**src/rtl/sar_seq_pkg.sv**
```systemverilog
package sar_seq_pkg;
  localparam int SAR_BITS = 10;
  localparam int IDX_W = $clog2(SAR_BITS);

  typedef struct packed {
    logic load;
    logic decide;
    logic commit;
    logic bitActive;
    logic [IDX_W-1:0] bitIdx;
  } seqStrobe_t;
endpackage

```
**src/rtl/sar_seq_ctrl.sv**
```systemverilog
module sar_seq_ctrl
  import sar_seq_pkg::*;
#(
  parameter int DIV_SEL_W = 2,
  parameter int SAMP_SEL_W = 2
) (
  input  logic                  clk,
  input  logic                  rstN,
  input  logic                  startReq,
  input  logic                  stopReq,
  input  logic                  contMode,
  input  logic [DIV_SEL_W-1:0]  divSel,
  input  logic [SAMP_SEL_W-1:0] sampSel,
  output seqStrobe_t            strobe,
  output logic                  sampling,
  output logic                  enFlag
);
  localparam int MAX_DIV = 2 << ((1 << DIV_SEL_W) - 1);
  localparam int PRE_W = $clog2(MAX_DIV);
  localparam int MAX_SAMP = 2 << SAMP_SEL_W;
  localparam int STEP_W = $clog2(SAR_BITS + 2 + MAX_SAMP + 1);

  logic                  busy;
  logic [STEP_W-1:0]     step;
  logic [DIV_SEL_W-1:0]  divLat;
  logic [SAMP_SEL_W-1:0] sampLat;
  logic [PRE_W-1:0]      preCnt;
  logic [PRE_W:0]        divLen;
  logic [STEP_W-1:0]     sampLen, totLen;
  logic refTick, startNow, finish, restart, bitPhase;

  // divider in force: live while idle, latched while converting
  assign divLen = (PRE_W + 1)'(2) << (busy ? divLat : divSel);
  assign refTick = ({1'b0, preCnt} >= divLen - 1'b1);

  always_ff @(posedge clk) begin
    if (!rstN) preCnt <= '0;
    else if (refTick) preCnt <= '0;
    else preCnt <= preCnt + 1'b1;
  end

  assign sampLen = (STEP_W'(sampLat) + 1'b1) << 1;
  assign totLen = sampLen + STEP_W'(SAR_BITS + 2);
  assign startNow = !busy && refTick && enFlag && !stopReq;
  assign finish = busy && refTick && (step == totLen - 1'b1) && !stopReq;
  assign restart = finish && contMode;
  assign bitPhase = busy && (step >= sampLen) && (step < sampLen + STEP_W'(SAR_BITS));

  always_ff @(posedge clk) begin
    if (!rstN) begin
      busy <= 1'b0;
      step <= '0;
      divLat <= '0;
      sampLat <= '0;
      enFlag <= 1'b0;
    end else begin
      if (stopReq) busy <= 1'b0;
      else if (startNow || restart) begin
        busy <= 1'b1;
        step <= '0;
        divLat <= divSel;
        sampLat <= sampSel;
      end else if (finish) busy <= 1'b0;
      else if (busy && refTick) step <= step + 1'b1;

      if (stopReq) enFlag <= 1'b0;
      else if (startReq) enFlag <= 1'b1;
      else if (finish && !contMode) enFlag <= 1'b0;
    end
  end

  assign sampling = busy && (step < sampLen);

  always_comb begin
    strobe.load = startNow || restart;
    strobe.decide = bitPhase && refTick && !stopReq;
    strobe.commit = finish;
    strobe.bitActive = bitPhase;
    strobe.bitIdx = IDX_W'(STEP_W'(SAR_BITS - 1) - (step - sampLen));
  end
endmodule

```
**src/rtl/sar_seq_dp.sv**
```systemverilog
module sar_seq_dp
  import sar_seq_pkg::*;
(
  input  logic                clk,
  input  logic                rstN,
  input  seqStrobe_t          strobe,
  input  logic                cmpIn,
  output logic [SAR_BITS-1:0] dacCode,
  output logic [SAR_BITS-1:0] result,
  output logic                intReq
);
  logic [SAR_BITS-1:0] trial;
  logic [SAR_BITS-1:0] trialBit;

  assign trialBit = strobe.bitActive ? (SAR_BITS'(1) << strobe.bitIdx) : '0;
  assign dacCode = trial | trialBit;

  always_ff @(posedge clk) begin
    if (!rstN) begin
      trial <= '0;
      result <= '0;
      intReq <= 1'b0;
    end else begin
      if (strobe.load) trial <= '0;
      else if (strobe.decide) trial[strobe.bitIdx] <= cmpIn;
      if (strobe.commit) result <= trial;
      intReq <= strobe.commit;
    end
  end
endmodule

```
**src/rtl/sar_seq_top.sv**
```systemverilog
module sar_seq_top
  import sar_seq_pkg::*;
#(
  parameter int DIV_SEL_W = 2,
  parameter int SAMP_SEL_W = 2
) (
  input  logic                  clk,
  input  logic                  rstN,
  input  logic                  startReq,
  input  logic                  stopReq,
  input  logic                  contMode,
  input  logic [DIV_SEL_W-1:0]  divSel,
  input  logic [SAMP_SEL_W-1:0] sampSel,
  input  logic                  cmpIn,
  output logic [SAR_BITS-1:0]   dacCode,
  output logic                  sampling,
  output logic [SAR_BITS-1:0]   result,
  output logic                  intReq,
  output logic                  enFlag
);
  seqStrobe_t strobe;

  sar_seq_ctrl #(.DIV_SEL_W(DIV_SEL_W), .SAMP_SEL_W(SAMP_SEL_W)) i_ctrl (
    .clk(clk), .rstN(rstN), .startReq(startReq), .stopReq(stopReq),
    .contMode(contMode), .divSel(divSel), .sampSel(sampSel),
    .strobe(strobe), .sampling(sampling), .enFlag(enFlag)
  );

  sar_seq_dp i_dp (
    .clk(clk), .rstN(rstN), .strobe(strobe), .cmpIn(cmpIn),
    .dacCode(dacCode), .result(result), .intReq(intReq)
  );
endmodule

```
**config.mk**
```make
export PLATFORM = sky130hd
export DESIGN_NAME = sar_seq_top
export DESIGN_NICKNAME = d
export VERILOG_FILES = /design/src/rtl/sar_seq_pkg.sv /design/src/rtl/sar_seq_ctrl.sv /design/src/rtl/sar_seq_dp.sv /design/src/rtl/sar_seq_top.sv
export SDC_FILE = /design/constraint.sdc
export NUM_CORES = 1
export LEC_CHECK = 0
export CAP_MARGIN = 20
export CORE_ASPECT_RATIO = 0.75
export CORE_MARGIN = 2
export CORE_UTILIZATION = 45
export CTS_BUF_LIST = sky130_fd_sc_hd__clkbuf_4 sky130_fd_sc_hd__clkbuf_8
export CTS_CLUSTER_DIAMETER = 200
export DETAILED_ROUTE_END_ITERATION = 10
export GPL_TIMING_DRIVEN = 1
export PLACE_DENSITY = 0.79
export SKIP_LAST_GASP = 1
export SYNTH_ARGS = -nofsm -noshare
export SYNTH_HDL_FRONTEND = slang
export SYNTH_HIERARCHICAL = 1
export SYNTH_SLANG_ARGS = --single-unit
```
**constraint.sdc**
```tcl
create_clock -name clk -period 3.3 [get_ports clk]
set_clock_uncertainty 0.15 [all_clocks]
set_input_delay 0.99 -clock clk [delete_from_list [all_inputs] [get_ports clk]]
set_output_delay 0.99 -clock clk [all_outputs]
set_load 0.01 [all_outputs]
```
Yosys cells after proc, flatten, opt, wreduce, memory -nomap -nowiden
Cells that the tools add are included.
- shift-type cells: 2
- mux-type cells: 12
- reductions and logical operators: 26
- $add $sub $neg: 9
- equality and inequality tests: 2
- magnitude comparators: 6
- bitwise gates (word level): 3
- operators by type and width (cell ; number):
    two-way mux 5 bit ; 3
    logical AND 1 bit ; 14
    adder 5 x 4 -> 5 bit (second input constant) ; 2
    bitwise mux 10 bit ; 1
    two-way mux 10 bit ; 1
    bitwise OR 10 bit ; 1
    left shift 1 x 4 -> 10 bit (first input constant) ; 1
    subtractor 5 x 1 -> 5 bit (second input constant) ; 2
    nonzero test 2 bit ; 3
    OR reduction 2 bit ; 3
    adder 5 x 1 -> 5 bit (second input constant) ; 1
    equality test 5 bit ; 1
    >= comparator 4 x 5 -> 1 bit ; 1
    >= comparator 5 x 4 -> 1 bit ; 1
    less-than comparator 4 x 5 -> 1 bit (second input constant) ; 1
    less-than comparator 5 x 4 -> 1 bit ; 1
    less-than comparator 5 bit ; 1
    two-way mux 1 bit ; 5
    left shift 2 x 2 -> 5 bit (first input constant) ; 1
    adder 4 x 1 -> 4 bit (second input constant) ; 1
    demux 1 bit (select 4 bit) ; 1
    >= comparator 4 x 1 -> 1 bit (second input constant) ; 1
    subtractor 4 bit ; 1
    subtractor 4 bit (first input constant) ; 1
    other kinds (8) ; 11
- output and inout bits: 23
- input port bits: 10
- register bits: 36
- word-level logic and storage cells: 69

Depth between registers and ports, before layout
- depth after elaboration: 11
- depth in mapped cells: 12
- depth with buffers taken out: 11

Hierarchy
The synthesis kept the hierarchy.
- by module, submodules not included (module ; cells an instance ; sequential area each (um^2) ; instances ; area each (um^2)):
    sar_seq_ctrl ; 133 ; 300.3 ; 1 ; 1104.8
    sar_seq_dp ; 95 ; 420.4 ; 1 ; 945.9

Least setup slack after synthesis
Ideal clock, no wire load.
- path kind: flip-flop to output port
- from: reg i_ctrl.sampLat[0]
- to: out dacCode[3]
- path buffers: 2
- path slack: -0.017 ns
- stages on the path, launching flop included: 12
- required time: 2.160 ns
- data arrival time: 2.177 ns
- path through: dfxtp_1 -> inv_1 -> ha_1 -> inv_1 -> ha_1 -> nor2b_1 -> o21ai_0 -> nand3_1 -> and3_1 -> buf_4 -> clkbuf_1 -> a41o_1
- longest elaborated chain between the ends: 6
- elaborated cells between the ends (all ways): 11
- classes of those cells: add/sub: 4; order compare: 2; shift: 1; mux: 1; bitwise: 1; reduce/logical: 2
- ends and longest elaborated chain (item ; line ; RTL):
    start: declaration ; sar_seq_ctrl.sv:26 ; logic [SAMP_SEL_W-1:0] sampLat;
    start signal: assignment ; sar_seq_ctrl.sv:62 ; sampLat <= sampSel;
    adder 2 x 1 -> 3 bit * ; sar_seq_ctrl.sv:42 ; assign sampLen = (STEP_W'(sampLat) + 1'b1) << 1;
    adder 5 x 4 -> 5 bit or >= comparator 5 x 4 -> 1 bit (tied branches) ; sar_seq_ctrl.sv:47 ; assign bitPhase = busy && (step >= sampLen) && (step < sampLen + STEP_W'(SAR_BITS));
    less-than comparator 5 bit or logical AND 1 bit (tied branches) ; sar_seq_ctrl.sv:47 ;
    logical AND 1 bit * ; sar_seq_ctrl.sv:47 ;
    via i_ctrl.bitPhase ; sar_seq_ctrl.sv:30 ; logic refTick, startNow, finish, restart, bitPhase;
    two-way mux 10 bit * ; sar_seq_dp.sv:15 ; assign trialBit = strobe.bitActive ? (SAR_BITS'(1) << strobe.bitIdx) : '0;
    bitwise OR 10 bit * ; sar_seq_dp.sv:16 ; assign dacCode = trial | trialBit;
    end: declaration ; sar_seq_top.sv:15 ; output logic [SAR_BITS-1:0] dacCode,
The timed path passes the listed nets; every way through them passes the cells marked *.

==> summary.md <==
| Metric | Value |
|---|---|
| Cell variety after synth | 39 |
| Rows | 21 |
| CP endpoint | dacCode[3] |
| Comb pwr share | 0.112 |
| Flop pwr share | 0.516 |
| Clk Latency, worst-skew pair | roughly 300 ps |
| RSZ-0062 raised after global routing | yes |
| DR WL/cell | around 15 µm |
| Reg2reg path depth | 13 |
| Worst hold slack | 336.6 ps |
| Final wirelength | about 5400 µm |
| FFs w/ async S/R, synth | 0 |
| Worst min path class | reg -> reg |
| Setup crit start | i_ctrl/sampLat[0] |
| Via count | approximately 1900 |
| Fin crit share | 1.056 |
| Nets | about 330 |
| Crit. path cell count | 11 |
| Pwr dens | just under 300 nW/µm² |
| # diodes | 0 |
| TritonCTS clock tree | built |
| Syn Nets | 257 |
| Hold_sp | i_dp/trial[8] |
| Final Core Density | 0.6570 |
| Drt initial violations | 94 |
| R2R setup slack | ~340 ps |
| Req. time, crit path | around 2200 ps |
| Htree depth | 2 |
| Number of synthesized flops with an enable pin | 0 |
| Final setup fails | 11 |
| Crit path cell chain | inv_2, ha_4, inv_2, ha_4, ha_4, xor2_2, xnor2_2, buf_4, nor2_4, a41o_1, buf_2 |
| Die X | about 80 µm |
| Ys Warns | 6 |
| Setup ws final | -183.2 ps |
| Die Area | 5119 µm² |
| Failing checks | setup timing |
| Share of cells above drive strength 1 | 0.2997 |
| Routability cong. | 0.9101 |
| Crit Path Max Fanout | 7 |
| Post-DRT Antenna Nets | 0 |
| Seq cells post-synth | 36 |
| Tmin final | around 3500 ps |
| Antenna violations before repair | 0 |
| Overall die height | roughly 62 µm |
| Clk slew on worst S/H paths | ~80 ps |
| WS Path Type | reg -> out |
| Largest net degree at the start of global routing | 15 |
| Leakage | between 1 and 1.5 nW |
| Congestion Overflow GR | 0 |
| Dpl ws | -439.2 ps |
| Multi-input gate area | roughly 1400 µm² |
| DRC violations left | 0 |
| Clock sinks | 36 |
| Sw Ratio | 0.2641 |
| Core area | between 4000 and 5000 µm² |
| Hold-fix buffers at CTS | 0 |
| CP endpoint kind | output port |
| Crit path max-delay family | adder cells |
| Post-synthesis cell count | roughly 230 |
| Worst path max stage delay | about 340 ps |
| Slowest cell on crit path | dfxtp_2 |
| CTS buffer count | 5 |
| Hold depth | 2 |
| Synth Flop Type | dfxtp_1 |
| Synthesized area | a little over 2000 µm² |
| Vias in the first global route | between 1500 and 2000 |
| Syn_area_per_cell | roughly 9.0 µm² |
| IO buf count | 32 |
| First drt pass iteration count | 4 |
| Most frequent CP cell | ha_4 |
| Fillers | between 300 and 400 |
| CTS root buf | clkbuf_8 |
| R2R Path End | i_dp/trial[7] |
| Seq. cell area | between 700 and 800 µm² |
| Vias/cell | between 5 and 6 |
| Max Slew Vio Count | 0 |
| Area grow syn2layout | 41.43% |
| Hold Vio Cnt, Final | 0 |
| CP bufs+invs | 4 |
| Pint | approximately 0.00064 W |
| Post-DP HPWL | about 3900 µm |
| Register area share after synthesis | 0.3514 |
| Max-Cap Viols | 0 |
| All-Layer GR Usage | 0.2358 |
| Slew @ Worst Pin | approximately 520 ps |
| Max-slew headroom | 0.6483 |
| Status | finished with violations |
| Maximum VDD drop | 0.2765 mV |
| Arrival time worst endpoint | 2340 ps |
| Peak Freq | roughly 290 MHz |
| Max clock buf depth | 2 |
| Clock power frac | 0.372 |
| Psw | about 0.00023 W |
| CP Launch Type | flop |
| R2R Path Start | i_ctrl/sampLat[0] |
| Initial Util | 0.4646 |
| # IOs | 33 |
| First-pass GRT wire length | between 9000 and 10000 µm |
layout by cell type, fill, tap and decap left out, types with 6 or more instances in the layout:
master	instances
a31o_1	8
ha_4	6
mux2i_1	20
o21ai_0	8
clkdlybuf4s50_1	21
dfxtp_1	34
nand3_1	15
ha_1	12
buf_2	10
nor2b_1	13
buf_4	34
nor2_1	11
a21oi_1	12
inv_1	11
nand2_1	14
sequential cells by signal, summed over array words and instances (netlist names):
signal          flops
i_dp/result        10
i_dp/trial         10
i_ctrl/step         5
i_ctrl/preCnt       4
i_ctrl/divLat       2
i_ctrl/sampLat      2
i_ctrl/busy         1
i_ctrl/enFlag       1
i_dp/intReq         1
per-stage QoR:
| stage | setup TNS (ps) | std cells | total power, W | instance area [µm²] |
|---|---|---|---|---|
| 2_1_floorplan | 0 | 228 | 0.0005006 | 2051 |
| 3_3_place_gp | -8077 | 338 | 0.0005331 | 2635 |
| 3_5_place_dp | -9729 | 338 | 0.0005352 | 2635 |
| 4_1_cts | -1598 | 352 | 0.0008582 | 2858 |
| 5_1_grt | -2538 | 354 | 0.0009046 | 2900 |
| 6_report | -1462 | 354 | 0.0008647 | 2900 |
worst min-delay path, delay by kind of cell, from the launching register on:
kind,cells,cell delay [ps]
simple gates,1,60
flops,1,330
mux,1,60
metal layers:
metal / global-route usage / part of all wire / up-vias
met5: 0 / 0 / -
met4: 0.08750 / 0.012 / 0
met3: 0.05202 / 0.057 / 5
met2: 0.3557 / 0.44 / 54
met1: 0.3270 / 0.49 / 916
li1: - / - / 950
cell families (layout without fill, tap and decap cells):
kind of cell	after synthesis	in the layout	share of synthesized area
multiplexers	22	22	0.1086
buffers and inverters	23	92	0.04758
AND/OR/NAND/NOR	78	78	0.2111
adder cells (fa/ha/maj)	19	19	0.1159
XOR/XNOR	4	4	0.01709
AO/OA/AOI/OAI	46	46	0.1483
flip-flops	36	36	0.3514
power by group through the flow:
stage	sequential (W)	combinational [W]	clock, W
final	0.000447	0.0000965	0.000322
after global routing	0.000448	0.000107	0.000350
after CTS	0.000446	0.0000867	0.000326
after detailed placement	0.000456	0.0000792	0
after global placement	0.000456	0.0000772	0
after floorplan	0.000455	0.0000453	0
how the worst min path moves through the flow:
stage,endpoint,slack (ps)
2_1_floorplan,i_ctrl/preCnt[0],280
3_3_place_gp,i_ctrl/preCnt[0],290
3_5_place_dp,i_ctrl/divLat[1],320
4_1_cts,i_dp/trial[2],330
5_1_grt,i_dp/trial[6],370
6_report,i_dp/trial[8],340
area by class of cell:
type / instances / area share
sequential: 36 / 0.2494
clock buffer: 5 / 0.02373
multi-input combinational: 169 / 0.4784
inverter: 14 / 0.01812
tap: 57 / 0.02459
timing repair buffer: 70 / 0.1993
clock inverter: 3 / 0.006471
synthesized netlist by cell type, drive strengths merged, types with 2 or more instances:
| cell | n | area share |
|---|---|---|
| or4 | 2 | 0.0073 |
| nor2b | 17 | 0.053 |
| a41o | 3 | 0.015 |
| and3 | 4 | 0.012 |
| nor2 | 13 | 0.026 |
| dfxtp | 36 | 0.35 |
| mux2i | 20 | 0.098 |
| nand3 | 15 | 0.037 |
| o21a | 2 | 0.0073 |
| and2b | 2 | 0.0085 |
| nand4 | 5 | 0.015 |
| a31o | 9 | 0.038 |
| xnor2 | 2 | 0.0085 |
| buf | 5 | 0.015 |
| clkbuf | 4 | 0.0073 |
| o21ai | 11 | 0.027 |
| ha | 19 | 0.12 |
| mux2 | 2 | 0.011 |
| a21oi | 14 | 0.034 |
| nand2 | 15 | 0.027 |
| inv | 14 | 0.026 |
| o31ai | 2 | 0.0073 |
| xor2 | 2 | 0.0085 |
what timing repair did:
| item | 4_1_cts | 5_1_grt |
|---|---|---|
| resized for setup | 71 | 6 |
| pin swaps | 12 | 12 |
| hold endpoints to repair | 0 | 0 |
| endpoints found under the setup margin | 20 | 31 |
| setup buffers | 7 | 2 |
Note: power is estimated with default switching activity, not from simulation.
